`src/rtl/rx_silo_pkg.sv`:
```
package rx_silo_pkg;

  typedef enum logic [1:0] {
    REG_STAT  = 2'd0,
    REG_RXW   = 2'd1,
    REG_LINE  = 2'd2,
    REG_ALARM = 2'd3
  } reg_addr_e;

  typedef struct packed {
    logic       odd;
    logic       par_en;
    logic       two_stop;
    logic [1:0] len;
  } line_cfg_t;

  // receive word bits 14:0; bit 15 (valid) is added on read
  typedef struct packed {
    logic       ovr;
    logic       fe;
    logic       pe;
    logic [3:0] line;
    logic [7:0] data;
  } silo_entry_t;

endpackage

```
`src/rtl/rx_silo_fmt.sv`:
```
module rx_silo_fmt
  import rx_silo_pkg::*;
(
  input  line_cfg_t  cfg_i,
  input  logic [7:0] data_i,
  input  logic       par_i,
  input  logic [1:0] stop_i,
  output logic [7:0] data_o,
  output logic       pe_o,
  output logic       fe_o
);
  logic [7:0] mask;

  always_comb begin
    case (cfg_i.len)
      2'b00:   mask = 8'h1f;
      2'b01:   mask = 8'h3f;
      2'b10:   mask = 8'h7f;
      default: mask = 8'hff;
    endcase
    data_o = data_i & mask;
    pe_o   = cfg_i.par_en && ((^data_o ^ par_i) != cfg_i.odd);
    fe_o   = !stop_i[0] || (cfg_i.two_stop && !stop_i[1]);
  end
endmodule

```
`src/rtl/rx_silo_fifo.sv`:
```
module rx_silo_fifo #(
  parameter int DEPTH = 64,
  parameter int W     = 15,
  localparam int AW   = $clog2(DEPTH),
  localparam int CW   = $clog2(DEPTH + 1)
) (
  input  logic          clk_i,
  input  logic          rst_ni,
  input  logic          clr_i,
  input  logic          push_i,
  input  logic [W-1:0]  wdata_i,
  input  logic          pop_i,
  output logic [W-1:0]  rdata_o,
  output logic [CW-1:0] count_o,
  output logic          full_o,
  output logic          empty_o
);
  logic [W-1:0]  mem [DEPTH];
  logic [AW-1:0] wptr, rptr;
  logic          do_push, do_pop;

  assign full_o  = (count_o == CW'(DEPTH));
  assign empty_o = (count_o == '0);
  assign do_push = push_i && !full_o;
  assign do_pop  = pop_i && !empty_o;
  assign rdata_o = mem[rptr];

  always_ff @(posedge clk_i or negedge rst_ni) begin
    if (!rst_ni) begin
      wptr    <= '0;
      rptr    <= '0;
      count_o <= '0;
    end else if (clr_i) begin
      wptr    <= '0;
      rptr    <= '0;
      count_o <= '0;
    end else begin
      if (do_push) wptr <= (wptr == AW'(DEPTH - 1)) ? '0 : wptr + 1'b1;
      if (do_pop)  rptr <= (rptr == AW'(DEPTH - 1)) ? '0 : rptr + 1'b1;
      count_o <= count_o + CW'(do_push) - CW'(do_pop);
    end
  end

  always_ff @(posedge clk_i) begin
    if (do_push) mem[wptr] <= wdata_i;
  end

  assert_no_overflow_R5: assert property (@(posedge clk_i) disable iff (!rst_ni)
    count_o <= CW'(DEPTH));

  assert_empty_pop_R1: assert property (@(posedge clk_i) disable iff (!rst_ni)
    (pop_i && empty_o && !push_i && !clr_i) |=> (count_o == '0));
endmodule

```
`src/rtl/rx_silo.sv`:
```
module rx_silo
  import rx_silo_pkg::*;
#(
  parameter int LINES = 16,
  parameter int DEPTH = 64,
  localparam int LW   = $clog2(LINES),
  localparam int CW   = $clog2(DEPTH + 1)
) (
  input  logic               clk_i,
  input  logic               rst_ni,
  input  logic [LINES-1:0]   rx_valid_i,
  input  logic [LINES*8-1:0] rx_data_i,
  input  logic [LINES-1:0]   rx_par_i,
  input  logic [LINES*2-1:0] rx_stop_i,
  input  logic [1:0]         addr_i,
  input  logic               wr_i,
  input  logic               rd_i,
  input  logic [15:0]        wdata_i,
  output logic [15:0]        rdata_o,
  output logic               irq_o
);
  line_cfg_t   cfg      [LINES];
  silo_entry_t hold_ent [LINES];
  silo_entry_t new_ent  [LINES];
  logic [LINES-1:0] hold_vld, gnt_vec;
  logic [LW-1:0]    line_sel, gnt_idx;
  logic [CW-1:0]    alarm, count;
  logic             rie, ri, ovr_pend, found;
  logic             full, empty, push, drop_full, drop_ovw, mclr, ri_cond;
  silo_entry_t      push_ent, head;

  assign mclr = wr_i && (addr_i == REG_STAT) && wdata_i[11];

  for (genvar g = 0; g < LINES; g++) begin : g_line
    logic [7:0] d;
    logic       pe, fe;
    rx_silo_fmt u_fmt (
      .cfg_i  (cfg[g]),
      .data_i (rx_data_i[g*8 +: 8]),
      .par_i  (rx_par_i[g]),
      .stop_i (rx_stop_i[g*2 +: 2]),
      .data_o (d),
      .pe_o   (pe),
      .fe_o   (fe)
    );
    assign new_ent[g] = '{ovr: 1'b0, fe: fe, pe: pe, line: 4'(g), data: d};
  end

  // fixed priority, lowest line first
  always_comb begin
    found   = 1'b0;
    gnt_idx = '0;
    gnt_vec = '0;
    for (int i = 0; i < LINES; i++) begin
      if (hold_vld[i] && !found) begin
        found      = 1'b1;
        gnt_idx    = LW'(i);
        gnt_vec[i] = 1'b1;
      end
    end
  end

  assign push      = found && !full && !mclr;
  assign drop_full = found && full;
  assign drop_ovw  = |(rx_valid_i & hold_vld & ~gnt_vec);

  always_comb begin
    push_ent     = hold_ent[gnt_idx];
    push_ent.ovr = ovr_pend;
  end

  rx_silo_fifo #(.DEPTH(DEPTH), .W($bits(silo_entry_t))) u_fifo (
    .clk_i   (clk_i),
    .rst_ni  (rst_ni),
    .clr_i   (mclr),
    .push_i  (push),
    .wdata_i (push_ent),
    .pop_i   (rd_i && (addr_i == REG_RXW)),
    .rdata_o (head),
    .count_o (count),
    .full_o  (full),
    .empty_o (empty)
  );

  assign ri_cond = (alarm == '0) ? !empty : (count >= alarm);

  always_ff @(posedge clk_i or negedge rst_ni) begin
    if (!rst_ni) begin
      hold_vld <= '0;
      for (int i = 0; i < LINES; i++) hold_ent[i] <= '0;
    end else begin
      for (int i = 0; i < LINES; i++) begin
        if (mclr) hold_vld[i] <= 1'b0;
        else if (rx_valid_i[i]) begin
          hold_vld[i] <= 1'b1;
          hold_ent[i] <= new_ent[i];
        end else if (gnt_vec[i]) hold_vld[i] <= 1'b0;
      end
    end
  end

  always_ff @(posedge clk_i or negedge rst_ni) begin
    if (!rst_ni) begin
      ovr_pend <= 1'b0;
      ri       <= 1'b0;
      rie      <= 1'b0;
      line_sel <= '0;
      alarm    <= '0;
      for (int i = 0; i < LINES; i++) cfg[i] <= '0;
    end else if (mclr) begin
      ovr_pend <= 1'b0;
      ri       <= 1'b0;
      rie      <= 1'b0;
      line_sel <= '0;
      alarm    <= '0;
      for (int i = 0; i < LINES; i++) cfg[i] <= '0;
    end else begin
      ovr_pend <= drop_full || drop_ovw || (ovr_pend && !push);
      if (ri_cond) ri <= 1'b1;
      else if (wr_i && addr_i == REG_STAT && !wdata_i[7]) ri <= 1'b0;
      if (wr_i) begin
        case (addr_i)
          REG_STAT: begin
            line_sel <= wdata_i[LW-1:0];
            rie      <= wdata_i[6];
          end
          REG_LINE: cfg[line_sel] <= '{odd: wdata_i[5], par_en: wdata_i[4],
                                       two_stop: wdata_i[2], len: wdata_i[1:0]};
          REG_ALARM: alarm <= wdata_i[CW-1:0];
          default: ;
        endcase
      end
    end
  end

  assign irq_o = ri && rie;

  always_comb begin
    case (addr_i)
      REG_STAT:  rdata_o = {8'h00, ri, rie, 2'b00, 4'(line_sel)};
      REG_RXW:   rdata_o = empty ? 16'h0000 : {1'b1, head};
      REG_LINE:  rdata_o = {10'h000, cfg[line_sel].odd, cfg[line_sel].par_en, 1'b0,
                           cfg[line_sel].two_stop, cfg[line_sel].len};
      default:   rdata_o = 16'(alarm);
    endcase
  end

  assert_full_drop_R7: assert property (@(posedge clk_i) disable iff (!rst_ni)
    (drop_full && !mclr) |=> ovr_pend);

  assert_flag_sets_R8: assert property (@(posedge clk_i) disable iff (!rst_ni)
    (ri_cond && !mclr) |=> ri);

  assert_flag_clear_R9: assert property (@(posedge clk_i) disable iff (!rst_ni)
    (wr_i && addr_i == REG_STAT && !wdata_i[7] && !ri_cond) |=> !ri);

  assert_master_clear_R10: assert property (@(posedge clk_i) disable iff (!rst_ni)
    mclr |=> (empty && !ri && !rie && !irq_o));

  assert_one_grant_R6: assert property (@(posedge clk_i) disable iff (!rst_ni)
    $onehot0(gnt_vec));
endmodule

```
`config.mk`:
```
export PLATFORM = sky130hd
export DESIGN_NAME = rx_silo
export DESIGN_NICKNAME = d
export VERILOG_FILES = /design/src/rtl/rx_silo_pkg.sv /design/src/rtl/rx_silo_fmt.sv /design/src/rtl/rx_silo_fifo.sv /design/src/rtl/rx_silo.sv
export SDC_FILE = /design/constraint.sdc
export NUM_CORES = 2
export LEC_CHECK = 0
export ABC_AREA = 0
export BUFFER_PORTS_ARGS = -buffer_cell sky130_fd_sc_hd__buf_2
export CORE_ASPECT_RATIO = 0.5
export CORE_UTILIZATION = 55
export DETAILED_ROUTE_END_ITERATION = 12
export HOLD_SLACK_MARGIN = 0.12
export PLACE_DENSITY_LB_ADDON = 0.05
export SETUP_SLACK_MARGIN = 0.02
export SLEW_MARGIN = 20
export SYNTH_ARGS = -nofsm -noshare
export SYNTH_HDL_FRONTEND = slang
export SYNTH_SLANG_ARGS = --single-unit
```
`constraint.sdc`:
```
create_clock -name clk_i -period 16.09 [get_ports clk_i]
set_input_delay 2.4135 -clock clk_i [delete_from_list [all_inputs] [get_ports clk_i]]
set_output_delay 2.4135 -clock clk_i [all_outputs]
set_load 0.02 [all_outputs]
```
==> qor.yml <==
status:
  status: "finished, final reports clean"
global_route:
  grt_pass1_vias: 30040
  grt_use_total_pct: 28.7
  grt_pass1_wl_mm: 205
  grt_start_max_net_pins: 108
  globalRouteOverflowTotal: 0
  antenna_found_initial: 9
timing:
  drv_slew: 0
  setup_viol: 0
  max_slew_margin_pct: 28.3
  fin_crit_ns: 8.47
  hold_violations: 0
  tightest_slew_ns: 1.07
  setup_tns_ns: 0
  fin_crit_sh_pct: 52.7
  skew_ns: 0.0379
  rsz0062_at_grt: "false"
  hold_ws_ns: 0.473
  fmax_mhz: 118
synth:
  synth_edf_count: 960
  syn-cell-area_mm2: 0.0538
  ys.flop_type: "edfxtp_1"
  synth.distinct_cells: 70
  ys_warn_count: 0
  synthArstFlopShare_pct: 24.1
  seq_area_frac_synth_pct: 67.8
  syn_nets: 3462
  ys_seq_elements: 1264
  synthCells: 3229
  avgSynthCellArea_um2: 16.6
floorplanning:
  die_w_um: 444
  std_cell_rows: 80
  start_util_pct: 55.9
  coreArea_mm2: 0.0961
  ioPinCount: 231
  chipHeight_um: 223
  dieArea_mm2: 0.0991
layout:
  syn2layout_area_growth_pct: 12.0
  layout.cells.non_filler: 4871
  final_common_cell: "edfxtp_1"
  final_nets: 3736
  final_area_mm2: 0.0602
  drive_gt1_share_pct: 26.4
  layout_common_cells: "960 x edfxtp_1, 308 x mux4_2, 298 x dfrtp_1"
  fill_cells: 6999
placement:
  placed_cells: 4664
  dp_hpwl_mm: 88.8
  placed_area_mm2: 0.0567
  portBuffers: 223
  gp_congestion: 0.923
critical_path:
  worstPathArrival_ns: 6.06
  cp-end-kind: "output pin"
  startpoint_type: "register"
  cp_max_fo: 60
  crit_type: "reg2out"
  worstPathRequired_ns: 13.68
route:
  drt_iter0_markers: 3315
  drtAntennaViolNets: 0
  vias: 30418
  drt-vias-per-instance: 6.24
  first_pass_iters: 6
  drc: 0
  wl_per_cell_um: 28.8
  finalWirelength_mm: 140
clock_network:
  htree_levels: 3
  clock-sinks: 1264
  cts_buffers: 108
  cts_setup_buffers: 0
  tritoncts: "built"
  clockRootBuffer: "clkbuf_16"
  cts_hold_buf: 0
  clockBufferDepth: 3
  cts_resized: 0
  path_clk_slew_ns: 0.07
  insertion_delay_ns: 0.73
job:
  maxCapViolations: 0
power_and_ir_drop:
  leakage_nw: 21.0
  power_w: 0.00832
  powerDensity_mw_per_mm2: 138
  ir_worst_vdd_v: 0.0000958
worst_hold_path:
  hold_class: "reg2reg"
[flip-flops by register name, indices dropped and copies added, names as in the netlist]
register,cells
u_fifo.mem,960
alarm,7
rie,1
line_sel,4
hold_ent,175
ovr_pend,1
u_fifo.count_o,7
u_fifo.wptr,6
ri,1
hold_vld,16
u_fifo.rptr,6
cfg,80
[cell families after synthesis]
group	synth area share, %
buf+inv	1.45
compound gates	4.46
fa+ha+maj	0.456
mux	17.8
simple gates	5.54
flops	67.8
xor+xnor	2.48
[critical path, cell delays in order, from the launching register on]
cell,delay (ns)
dfrtp_4,0.89
buf_4,0.58
buf_4,0.74
buf_4,0.85
mux4_2,0.36
mux2i_1,0.07
a211oi_1,0.39
nor3_1,0.14
nor3_1,0.59
o21ai_0,0.29
nand2_1,0.14
buf_2,0.18
[final timing paths]
kind                           startpoint                end  slack (ns)  cells past startpoint
max reg2reg                   hold_vld[4]  u_fifo.mem[52][2]       10.44                      9
min reg2reg                 hold_ent[175]      hold_ent[175]        0.47                      1
min in group asynchronous          rst_ni      hold_ent[198]        1.76                      1
min                         hold_ent[175]      hold_ent[175]        0.47                      1
max in group asynchronous          rst_ni        line_sel[0]       12.76                      2
max                        u_fifo.rptr[1]         rdata_o[0]        7.62                     11
[through the flow]
step	setup slack [ns]	util, %
after floorplan	9.22	-
after global placement	8.30	59.0
after detailed placement	8.35	59.0
after CTS	7.54	62.6
after global routing	7.40	62.6
final	7.62	62.6
[where the power goes]
group	switching (W)	internal, W	leakage (nW)	total (W)
clock	0.00121	0.00139	1.71	0.00260
combinational	0.00100	0.000729	6.62	0.00173
sequential	0.000170	0.00382	12.7	0.00399
[layer usage]
layer  GRT usage (%)  part of all wire, %  vias to the layer above
met4            7.16                  2.1                        2
met5               0               0.0093                        -
met2            45.7                   48                     1093
met3            4.32                  6.5                      203
met1            42.1                   43                    16006
li1                -                    -                    13114
[cells in the mapped netlist (4+ instances only)]
cell	count	area share, %
a211oi_1	18	0.25
mux2i_1	152	2.8
edfxtp_1	960	54
a22oi_1	24	0.34
a21o_1	19	0.27
a31oi_1	4	0.047
a21oi_1	83	0.77
nor3b_1	5	0.070
buf_4	4	0.056
and2_1	9	0.10
dfrtp_1	304	14
a32oi_1	16	0.26
ha_1	18	0.42
buf_1	35	0.24
xnor2_1	102	1.7
mux4_2	308	13
nand2_1	266	1.9
mux2_2	100	2.1
or4b_1	7	0.13
xor2_1	50	0.81
a221oi_2	7	0.20
a2111oi_0	4	0.065
or3_1	8	0.093
or2_2	4	0.047
nand2b_1	46	0.54
nand3_1	51	0.47
clkbuf_1	113	0.79
o211ai_1	4	0.056
inv_1	25	0.17
or4_1	5	0.070
o22ai_1	36	0.42
nor4_1	6	0.070
nor2_1	212	1.5
buf_2	13	0.12
o21ai_0	119	1.1
nor3_1	11	0.10
nor2b_1	17	0.20
a221oi_1	9	0.15
[layout make-up]
type                            instances  area, µm²  share of cell area, %
Sequential cell                      1264      36500                   60.6
Multi-Input combinational cell       1772      16600                   27.6
Clock buffer                          141       2950                   4.90
Timing Repair Buffer                  332       1960                   3.25
Tap cell                             1271       1590                   2.64
Clock inverter                         59        512                  0.850
Inverter                               25       93.8                  0.156
Antenna cell                            7       17.5                 0.0291
Power figures use the tool's default switching activity.
